## src/rtl/serport_pkg.sv

```systemverilog
package serport_pkg;

    localparam int WORD_W   = 32;
    localparam int BYTE_W   = 8;
    localparam int WIDX_W   = 4;
    localparam int WIN_WORDS = 15;

    typedef logic [WIDX_W-1:0] widx_t;

    localparam widx_t IX_TXCTL  = 4'd0;
    localparam widx_t IX_TXDMA  = 4'd1;
    localparam widx_t IX_RXCTL  = 4'd2;
    localparam widx_t IX_DOUT   = 4'd7;
    localparam widx_t IX_POP    = 4'd8;
    localparam widx_t IX_PEEK   = 4'd9;
    localparam widx_t IX_MASK   = 4'd11;
    localparam widx_t IX_ACK    = 4'd12;
    localparam widx_t IX_RAW    = 4'd13;
    localparam widx_t IX_MASKED = 4'd14;

    localparam int ST_AVAIL = 16;
    localparam int ST_IDLE  = 22;
    localparam int ST_READY = 24;
    localparam int RXEN_BIT = 3;
    localparam int RXIRQ_BIT = 3;

    localparam logic [WORD_W-1:0] RXCTL_INIT = 32'h0001_0000;

    typedef struct packed {
        logic  rd;
        logic  wr;
        logic  in_win;
        widx_t idx;
    } bus_op_t;

    function automatic bit is_storage(int idx);
        return !(idx == int'(IX_POP) || idx == int'(IX_PEEK) ||
                 idx == int'(IX_RAW) || idx == int'(IX_MASKED));
    endfunction

    function automatic logic [WORD_W-1:0] init_val(int idx);
        return (idx == int'(IX_RXCTL)) ? RXCTL_INIT : '0;
    endfunction

    function automatic logic [WORD_W-1:0] status_word(logic [BYTE_W-1:0] head, logic avail);
        logic [WORD_W-1:0] w;
        w = '0;
        w[BYTE_W-1:0] = head;
        w[ST_AVAIL]   = avail;
        w[ST_IDLE]    = 1'b1;
        w[ST_READY]   = 1'b1;
        return w;
    endfunction

endpackage

```

## src/rtl/serport_rxq.sv

```systemverilog
module serport_rxq #(
    parameter int DEPTH = 16,
    parameter int DW    = 8
) (
    input  logic          clk,
    input  logic          rst,
    input  logic          push,
    input  logic [DW-1:0] push_data,
    input  logic          pop_req,
    output logic [DW-1:0] head,
    output logic          empty,
    output logic          full
);
    localparam int PTR_W = (DEPTH > 1) ? $clog2(DEPTH) : 1;
    localparam int CNT_W = $clog2(DEPTH + 1);
    localparam logic [PTR_W-1:0] LAST = PTR_W'(DEPTH - 1);
    localparam logic [CNT_W-1:0] CNT_FULL = CNT_W'(DEPTH);

    logic [DW-1:0]    mem [DEPTH];
    logic [PTR_W-1:0] wr_ptr, rd_ptr;
    logic [CNT_W-1:0] count;
    logic             do_push, do_pop;

    assign empty   = (count == '0);
    assign full    = (count == CNT_FULL);
    assign do_push = push && !full;
    assign do_pop  = pop_req && !empty;
    assign head    = empty ? '0 : mem[rd_ptr];

    function automatic logic [PTR_W-1:0] step(logic [PTR_W-1:0] p);
        return (p == LAST) ? '0 : p + 1'b1;
    endfunction

    always_ff @(posedge clk) begin
        if (do_push) mem[wr_ptr] <= push_data;
    end

    always_ff @(posedge clk) begin
        if (rst) begin
            wr_ptr <= '0;
            rd_ptr <= '0;
            count  <= '0;
        end else begin
            if (do_push) wr_ptr <= step(wr_ptr);
            if (do_pop)  rd_ptr <= step(rd_ptr);
            case ({do_push, do_pop})
                2'b10:   count <= count + 1'b1;
                2'b01:   count <= count - 1'b1;
                default: count <= count;
            endcase
        end
    end

    assert_no_push_full_R4: assert property (@(posedge clk) disable iff (rst)
        push |-> !full);

    assert_idle_stable_R3: assert property (@(posedge clk) disable iff (rst)
        (!push && !pop_req) |=> $stable(count));

    assert_push_pop_even_R11: assert property (@(posedge clk) disable iff (rst)
        (push && pop_req && !empty) |=> $stable(count));

endmodule

```

## src/rtl/serport_irq.sv

```systemverilog
module serport_irq #(
    parameter int W      = 32,
    parameter int RX_BIT = 3
) (
    input  logic         clk,
    input  logic         rst,
    input  logic         dout_wr,
    input  logic         ack_wr,
    input  logic [W-1:0] wdata,
    input  logic         rx_nonempty,
    input  logic [W-1:0] mask,
    output logic [W-1:0] raw,
    output logic [W-1:0] masked,
    output logic [W-1:0] ack_val,
    output logic         irq_o
);
    localparam logic [W-1:0] RX_M   = W'(1) << RX_BIT;
    localparam logic [W-1:0] TX_SET = W'(3);
    localparam logic [W-1:0] TX_B0  = W'(1);

    logic [W-1:0] raw_q;
    logic         pend_q;

    assign ack_val = pend_q ? (wdata & ~TX_B0) : wdata;
    assign raw     = (raw_q & ~RX_M) | (rx_nonempty ? RX_M : '0);
    assign masked  = raw & mask;
    assign irq_o   = |masked;

    always_ff @(posedge clk) begin
        if (rst) begin
            raw_q  <= '0;
            pend_q <= 1'b0;
        end else if (dout_wr) begin
            raw_q  <= raw_q | TX_SET;
            pend_q <= 1'b1;
        end else if (ack_wr) begin
            raw_q  <= raw_q & ~ack_val;
            pend_q <= 1'b0;
        end
    end

    assert_dout_sets_R7: assert property (@(posedge clk) disable iff (rst)
        dout_wr |=> (raw_q[1:0] == 2'b11) && pend_q);

    assert_ack_clears_R8: assert property (@(posedge clk) disable iff (rst)
        (ack_wr && !pend_q) |=> ((raw_q & ~RX_M & $past(wdata)) == '0));

    assert_ack_quirk_R8: assert property (@(posedge clk) disable iff (rst)
        (ack_wr && pend_q) |=> (raw_q[0] == $past(raw_q[0])) && !pend_q);

endmodule

```

## src/rtl/serport_regfile.sv

```systemverilog
module serport_regfile
    import serport_pkg::*;
#(
    parameter int RX_DEPTH = 16
) (
    input  logic                 clk,
    input  logic                 rst,
    input  logic                 bus_sel,
    input  logic                 bus_wr,
    input  logic [WIDX_W-1:0]    bus_word,
    input  logic [WORD_W-1:0]    bus_wdata,
    output logic [WORD_W-1:0]    bus_rdata,
    input  logic                 rx_valid,
    input  logic [BYTE_W-1:0]    rx_data,
    output logic                 rx_ready,
    output logic                 tx_strobe,
    output logic [BYTE_W-1:0]    tx_byte,
    output logic                 irq
);
    bus_op_t           op;
    logic [WORD_W-1:0] word_q [WIN_WORDS];
    logic [WORD_W-1:0] raw, masked, ack_val;
    logic [BYTE_W-1:0] head;
    logic              empty, full, push, pop_req;
    logic              dout_wr, ack_wr;

    always_comb begin
        op.rd     = bus_sel && !bus_wr;
        op.wr     = bus_sel && bus_wr;
        op.idx    = bus_word;
        op.in_win = (int'(bus_word) < WIN_WORDS);
    end

    assign dout_wr  = op.wr && (op.idx == IX_DOUT);
    assign ack_wr   = op.wr && (op.idx == IX_ACK);
    assign pop_req  = op.rd && (op.idx == IX_POP);
    assign rx_ready = word_q[IX_RXCTL][RXEN_BIT] && !full;
    assign push     = rx_valid && rx_ready;

    for (genvar i = 0; i < WIN_WORDS; i++) begin : g_word
        if (is_storage(i)) begin : g_store
            logic [WORD_W-1:0] nxt;
            if (i == int'(IX_ACK)) begin : g_ack
                assign nxt = ack_val;
            end else begin : g_plain
                assign nxt = bus_wdata;
            end
            always_ff @(posedge clk) begin
                if (rst)
                    word_q[i] <= init_val(i);
                else if (op.wr && (op.idx == widx_t'(i)))
                    word_q[i] <= nxt;
            end
        end else begin : g_none
            assign word_q[i] = '0;
        end
    end

    serport_rxq #(.DEPTH(RX_DEPTH), .DW(BYTE_W)) u_rxq (
        .clk       (clk),
        .rst       (rst),
        .push      (push),
        .push_data (rx_data),
        .pop_req   (pop_req),
        .head      (head),
        .empty     (empty),
        .full      (full)
    );

    serport_irq #(.W(WORD_W), .RX_BIT(RXIRQ_BIT)) u_irq (
        .clk         (clk),
        .rst         (rst),
        .dout_wr     (dout_wr),
        .ack_wr      (ack_wr),
        .wdata       (bus_wdata),
        .rx_nonempty (!empty),
        .mask        (word_q[IX_MASK]),
        .raw         (raw),
        .masked      (masked),
        .ack_val     (ack_val),
        .irq_o       (irq)
    );

    always_comb begin
        if (!op.in_win)
            bus_rdata = '0;
        else begin
            case (op.idx)
                IX_POP, IX_PEEK: bus_rdata = status_word(head, !empty);
                IX_RAW:          bus_rdata = raw;
                IX_MASKED:       bus_rdata = masked;
                default:         bus_rdata = word_q[op.idx];
            endcase
        end
    end

    always_ff @(posedge clk) begin
        if (rst) begin
            tx_strobe <= 1'b0;
            tx_byte   <= '0;
        end else begin
            tx_strobe <= dout_wr;
            if (dout_wr) tx_byte <= bus_wdata[BYTE_W-1:0];
        end
    end

    assert_tx_pulse_R7: assert property (@(posedge clk) disable iff (rst)
        dout_wr |=> tx_strobe && (tx_byte == $past(bus_wdata[BYTE_W-1:0])));

    assert_rx_gate_R5: assert property (@(posedge clk) disable iff (rst)
        !word_q[IX_RXCTL][RXEN_BIT] |-> !rx_ready);

    assert_irq_line_R9: assert property (@(posedge clk) disable iff (rst)
        (raw & word_q[IX_MASK]) == '0 |-> !irq);

endmodule

```

## config.mk

```make
export PLATFORM = sky130hd
export DESIGN_NAME = serport_regfile
export DESIGN_NICKNAME = d
export VERILOG_FILES = /design/src/rtl/serport_pkg.sv /design/src/rtl/serport_rxq.sv /design/src/rtl/serport_irq.sv /design/src/rtl/serport_regfile.sv
export SDC_FILE = /design/constraint.sdc
export NUM_CORES = 1
export LEC_CHECK = 0
export CORE_MARGIN = 5
export CORE_UTILIZATION = 40
export DETAILED_ROUTE_END_ITERATION = 8
export SYNTH_ARGS = -nofsm -noshare
export SYNTH_HDL_FRONTEND = slang
export SYNTH_SLANG_ARGS = --single-unit
```

## constraint.sdc

```tcl
create_clock -name clk -period 5.4 [get_ports clk]
set_input_delay 1.08 -clock clk [delete_from_list [all_inputs] [get_ports clk]]
set_output_delay 1.08 -clock clk [all_outputs]
set_load 0.01 [all_outputs]
```

[After elaboration in Yosys (flattened, before gate mapping)]
Memory sizes are Yosys's and may differ from the RTL's. A register that Yosys moved wholly into a read port is not among the register bits.
Cells that the tools add are included.
Word-level totals
  flip-flop bits (word level): 407
  bits in writable memories: 128
  input port bits: 49
  output and inout port bits: 43
  memories: 1
Memory list
  u_rxq.mem: words 16, bits a word 8, rd ports 1, clocked after Yosys merged registers in 1, wr ports 1, RTL line serport_rxq.sv:19  | logic [DW-1:0] mem [DEPTH];
Cells by class
  add/subtract/negate cells: 4
  order comparisons: 2
  equal/unequal tests: 19
  mux-type cells: 19
  bitwise gates (word level): 6
  reduce and logical (&&, ||, !) cells: 28
Operators with widths (number)
  $bmux 32 s4: 1
  $mux 32: 3
  $pmux 32 s3: 1
  $and 32x32->32: 2
  $eq 4x4->1 const B: 9
  $not 32->32: 1
  $or 32x4->32: 1
  $reduce_or 32->1: 1
  $mux 4: 5
  $logic_and 1x1->1: 18
  $eq 4x3->1 const B: 4
  $pmux 5 s2: 1
  $add 4x1->4 const B: 2
  $eq 4x2->1 const B: 2
  $mux 8: 1
  $add 5x1->5 const B: 1
  $eq 5x5->1 const B: 1
  $ge 5x5->1 const B: 1
  $logic_not 5->1: 1
  $mux 1: 5
  $not 4->5: 1
  $sub 5x1->5 const B: 1
  $eq 4x1->1 const B: 1
  $logic_not 4->1: 1
  other kinds (9): 13

[Depth between registers and ports, before layout]
  depth after elaboration: 7
  mapped depth: 14

[Cells and area by module]
From an unflattened synthesis, not the netlist that was laid out.
Second synthesis, totals
  cells, all modules: 2521
  area total of the unflattened synthesis: 23777.8 um2
Modules (own cells, without submodules)
  serport_regfile: instances 1, cells each 2005, area an instance 16259.3 um2
  serport_rxq: instances 1, cells each 332, area an instance 5943.2 um2
  serport_irq: instances 1, cells each 184, area an instance 1575.3 um2

[Least setup slack after synthesis]
No wires, ideal clock.
  path kind: input to register
  start point: input bus_word[1]
  end point: register u_rxq.count[4]
  setup time: 121 ps
  arrival time: 3737 ps
  data required time: 5279 ps
  slack: 1542 ps
  stages on the path: 12
  path through: buf_6 -> or4b_1 -> a211oi_2 -> ha_1 -> clkbuf_1 -> xor2_1 -> ha_1 -> o21a_1 -> o21ai_0 -> nand2b_1 -> a211oi_1 -> mux2_2
Between the ends
  cells in the longest elaborated chain, start to end: 5
  elaborated cells on any way between the ends: 7
  classes of those cells: eq/ne (3); mux (1); reduce/logical (3)
RTL lines
  from (decl): RTL line serport_regfile.sv:10  | input logic [WIDX_W-1:0] bus_word,
  $eq 4x4->1 *: RTL line serport_regfile.sv:36  | assign pop_req = op.rd && (op.idx == IX_POP);
  $logic_and 1x1->1 *: RTL line serport_regfile.sv:36
  $logic_and 1x1->1 *: RTL line serport_rxq.sv:27  | assign do_pop = pop_req && !empty;
  $eq 2x1->1 or $eq 2x2->1 (tied branches): RTL line serport_rxq.sv:46  | case ({do_push, do_pop})
  $pmux 5 s2 or $reduce_bool 2->1 (tied branches)
  to (signal assigned): RTL line serport_rxq.sv:47  | 2'b10: count <= count + 1'b1;
  to (signal assigned): RTL line serport_rxq.sv:48  | 2'b01: count <= count - 1'b1;
  to (signal assigned): RTL line serport_rxq.sv:49  | default: count <= count;
  to (decl): RTL line serport_rxq.sv:21  | logic [CNT_W-1:0] count;
Mark *: on every way between the ends. The rest lies on a longest branch, timed or not.
A chain may end at the register's enable or synchronous reset.

[Worst setup path after layout]
  start point: input bus_word[2]
  end point: output bus_rdata[9]
Between the ends
  cells in the longest elaborated chain, start to end: 6
  elaborated cells on any way between the ends: 12
  classes of those cells: order compare (1); eq/ne (4); mux (5); bitwise (1); reduce/logical (1)
RTL lines
  $not 4->5 (implied by the code): RTL line serport_regfile.sv:92  | default: bus_rdata = word_q[op.idx];
  $bmux 32 s4: RTL line serport_regfile.sv:92
  $mux 32 (implied by the code) (2 in a row): RTL line serport_regfile.sv:92
  $pmux 32 s3: RTL line serport_regfile.sv:88  | case (op.idx)
  $mux 32 *: RTL line serport_regfile.sv:85  | if (!op.in_win)
  to (decl): RTL line serport_regfile.sv:12  | output logic [WORD_W-1:0] bus_rdata,
Mark *: on every way between the ends. The rest lies on a longest branch, timed or not. The select of a mux whose other input is x is not followed.

==> results.cfg <==
[floorplan]
core-area_um2 = 56170
fp-row-count = 87
die_x_um = 247.5
initial_core_util_pct = 40.16
dieArea_um2 = 61240
top_level_ports = 92
die-height_um = 247.5

[finish]
finalInstanceArea_um2 = 25970
drive_gt1_share_pct = 11.07
final_common_cell = nand2_1
finish.utilization_pct = 46.23
most-common-layout-cells = nand2_1 (809), dfxtp_1 (402), a21oi_1 (393)
area_growth_pct = 15.11
num-nets-final = 2444
num_antenna_cells = 0

[setup_path]
timing.critical_path.max_delay_family = buffers and inverters
crit_arrival_ps = 3980
max_stage_delay_ps = 720
worstSetupPathDepth = 7
cp.required_ps = 4320
ff2ff_setup_slack_ps = 1730
timing.critical_path.fanout_max = 11
timing.critical_path.to_type = output pin
cp_common_cell = clkdlybuf4s50_1
critical_path_class = primary input to output pin
critical_path.cell_chain = clkdlybuf4s50_1 -> nand2b_1 -> or2_0 -> o211ai_1 -> a21oi_1 -> nor2_1 -> clkdlybuf4s50_1
critical_path.reg2reg.startpoint = u_rxq.count[1]
ff2ff_path_depth = 10
slowest_stage = clkdlybuf4s50_1
worst_setup_path_start_kind = primary input
cp.buffers_inverters = 2
critical_path.reg2reg.endpoint = u_rxq.count[4]

[clock_network]
post-cts-setup-buffers = 0
number_of_sinks_driven_by_the_clock_tree = 530
cts_htree_levels = 2
clkTransAtPathRegs_ps = 60
cts-buffers-inserted = 54
clk_path_buf_depth = 3
clk_latency_ps = 620
cts_root_buf = clkbuf_16
cts_tree = done
cts-hold-fix-buffers = 0
post_cts_resized = 0

[power]
power-per-cell-area_nw_per_um2 = 326.4
vdd_drop_max_uv = 279.2
total_leakage_power_nw = 8.451
total_power_mw = 8.476

[synth]
synthesis.nets = 2456
post_synth_instance_area_um2 = 22560
netlist_instances = 2398
postSynth.asyncResetShare_pct = 0
ys_seq_elements = 530
yosys_warnings = 0
ys_types = 54
synth_edf_count = 128
yosysSeqAreaShare_pct = 52.72
synth-main-ff-cell = dfxtp_1
postSynthAreaPerCell_um2 = 9.407

[place]
detailed_place_hpwl_um = 44880
dpl_cell_area_um2 = 24080
placement.io_buffers = 91
gp_congestion = 0.9139

[timing]
slew_headroom_pct = 12.76
rsz_0062_raised_after_global_routing = false
holdWs_ps = 452.3
totalNegativeSetupSlack_ps = 0
maxSlewViolCount = 0
max_freq_ghz = 0.1976
shortest_period_the_worst_path_allows_ps = 5060
final.period_utilization_pct = 93.71
report.final.hold_viol_count = 0
fin_skew_ps = 19.51
tightest_slew_ps = 1303
setup_viol_count_final = 0

[global_routing]
use_met3_pct = 4.200
grtUsageTotal_pct = 21.97
grt_residual_overflow = 0
largest_net_degree_at_the_start_of_global_routing = 157
met1_usage_pct = 29.53
number_of_global_route_vias_before_repair = 17110
first_pass_grt_wire_length_um = 104400
grt_most_used_layer = met2
gr-usage-met2_pct = 35.61
antenna_violations_before_repair = 5

[hold_path]
worst_hold_path.endpoint = word_q[364]
start_point_of_the_worst_min_delay_path = word_q[364]
min-delay-path-class = flip-flop to flip-flop
min_path_cells = 2

[routing]
post_drt_via_cell_ratio = 5.677
count_of_antenna_violating_nets_left_after_detailed_routing = 0
via_count = 18080
route.final.wire_length_um = 69370
post_drt_wl_per_cell_um = 21.78
drc = 0
initialDrtViolationCount = 1947
drt_pass1_iterations = 9

[outcome]
run_status = completed

[flow_run]
max_capacitance_violation_total = 0
## synthesized netlist by cell type, types with 6 or more instances
cell type    n  area, um2
buf_1        8      30.03
nand3_1     13      65.06
a22oi_1     31      232.7
nor3_1      12      60.06
edfxtp_1   128       3844
dfxtp_1    402       8048
a21oi_1    393       1967
mux2i_1     41      410.4
ha_1         9      112.6
inv_1        6      22.52
nor2_1      64      240.2
xor2_1       7      61.31
o2111a_1    18      202.7
buf_4        9      67.56
o22ai_1      9      56.30
clkbuf_1   157      589.3
o21ai_0      9      45.04
o211ai_1     9      67.56
and3b_1     29      254.0
nand2_1    809       3037
o221ai_1    12      105.1
nand2b_1    15      93.84
mux4_2      96       2162
a2bb2oi_1    8      70.07
buf_2       43      215.2
## power breakdown
group / switching, mW / internal [mW]
logic: 0.304 / 0.158
clock network: 1.60 / 2.32
registers: 0.0117 / 4.08
total: 1.92 / 6.56
## tightest hold or removal path, stage by stage (launching register included)
cell and delay, ps:
dfxtp_1 300, nand2_1 50, a21oi_1 50
## state kept, by name, summed over array words and instances, names as in the netlist, named ones only
name          cells
tx_strobe         1
u_irq.pend_q      1
u_irq.raw_q      31
u_rxq.count       5
u_rxq.mem       128
u_rxq.rd_ptr      4
u_rxq.wr_ptr      4
word_q          352
## routing by layer
| layer | share of wire [%] | vias up |
|---|---|---|
| li1 | - | 8289 |
| met1 | 40 | 8786 |
| met2 | 47 | 842 |
| met3 | 8.8 | 154 |
| met4 | 3.8 | 10 |
| met5 | 0.097 | - |
## stage by stage
stage	setup slack (ps)	std cells
finish	339.8	3185
CTS	455.0	3185
detailed placement	476.7	3086
floorplan	1542	2398
global route	291.6	3185
global placement	505.1	3086
## worst max path at each step
stage                 from        endpoint  slack (ps)
2_1_floorplan  bus_word[1]  u_rxq.count[4]        1540
3_3_place_gp   bus_word[2]    bus_rdata[9]         510
3_5_place_dp   bus_word[2]    bus_rdata[9]         480
4_1_cts        bus_word[2]    bus_rdata[9]         460
5_1_grt        bus_word[2]   bus_rdata[10]         290
6_report       bus_word[2]    bus_rdata[9]         340
## kinds of logic after synthesis
logic type,Yosys count,synth area share (%)
AO/OA/AOI/OAI,523,13.52
multiplexers,138,11.45
buffers and inverters,224,4.149
flip-flops,530,52.72
AND/OR/NAND/NOR,967,17.39
XOR/XNOR,7,0.2718
adder cells (fa/ha/maj),9,0.4992
## area by class of cell
cell class / instances / area (um2)
fillers: 5308 / 30200
flip-flops and latches: 530 / 11890
multi-input cells: 1644 / 9793
clock buffers: 77 / 1568
repair buffers: 150 / 1424
well taps: 756 / 945.9
clock inverters: 22 / 322.8
inverters: 6 / 22.52
Power figures use the tool's default switching activity.
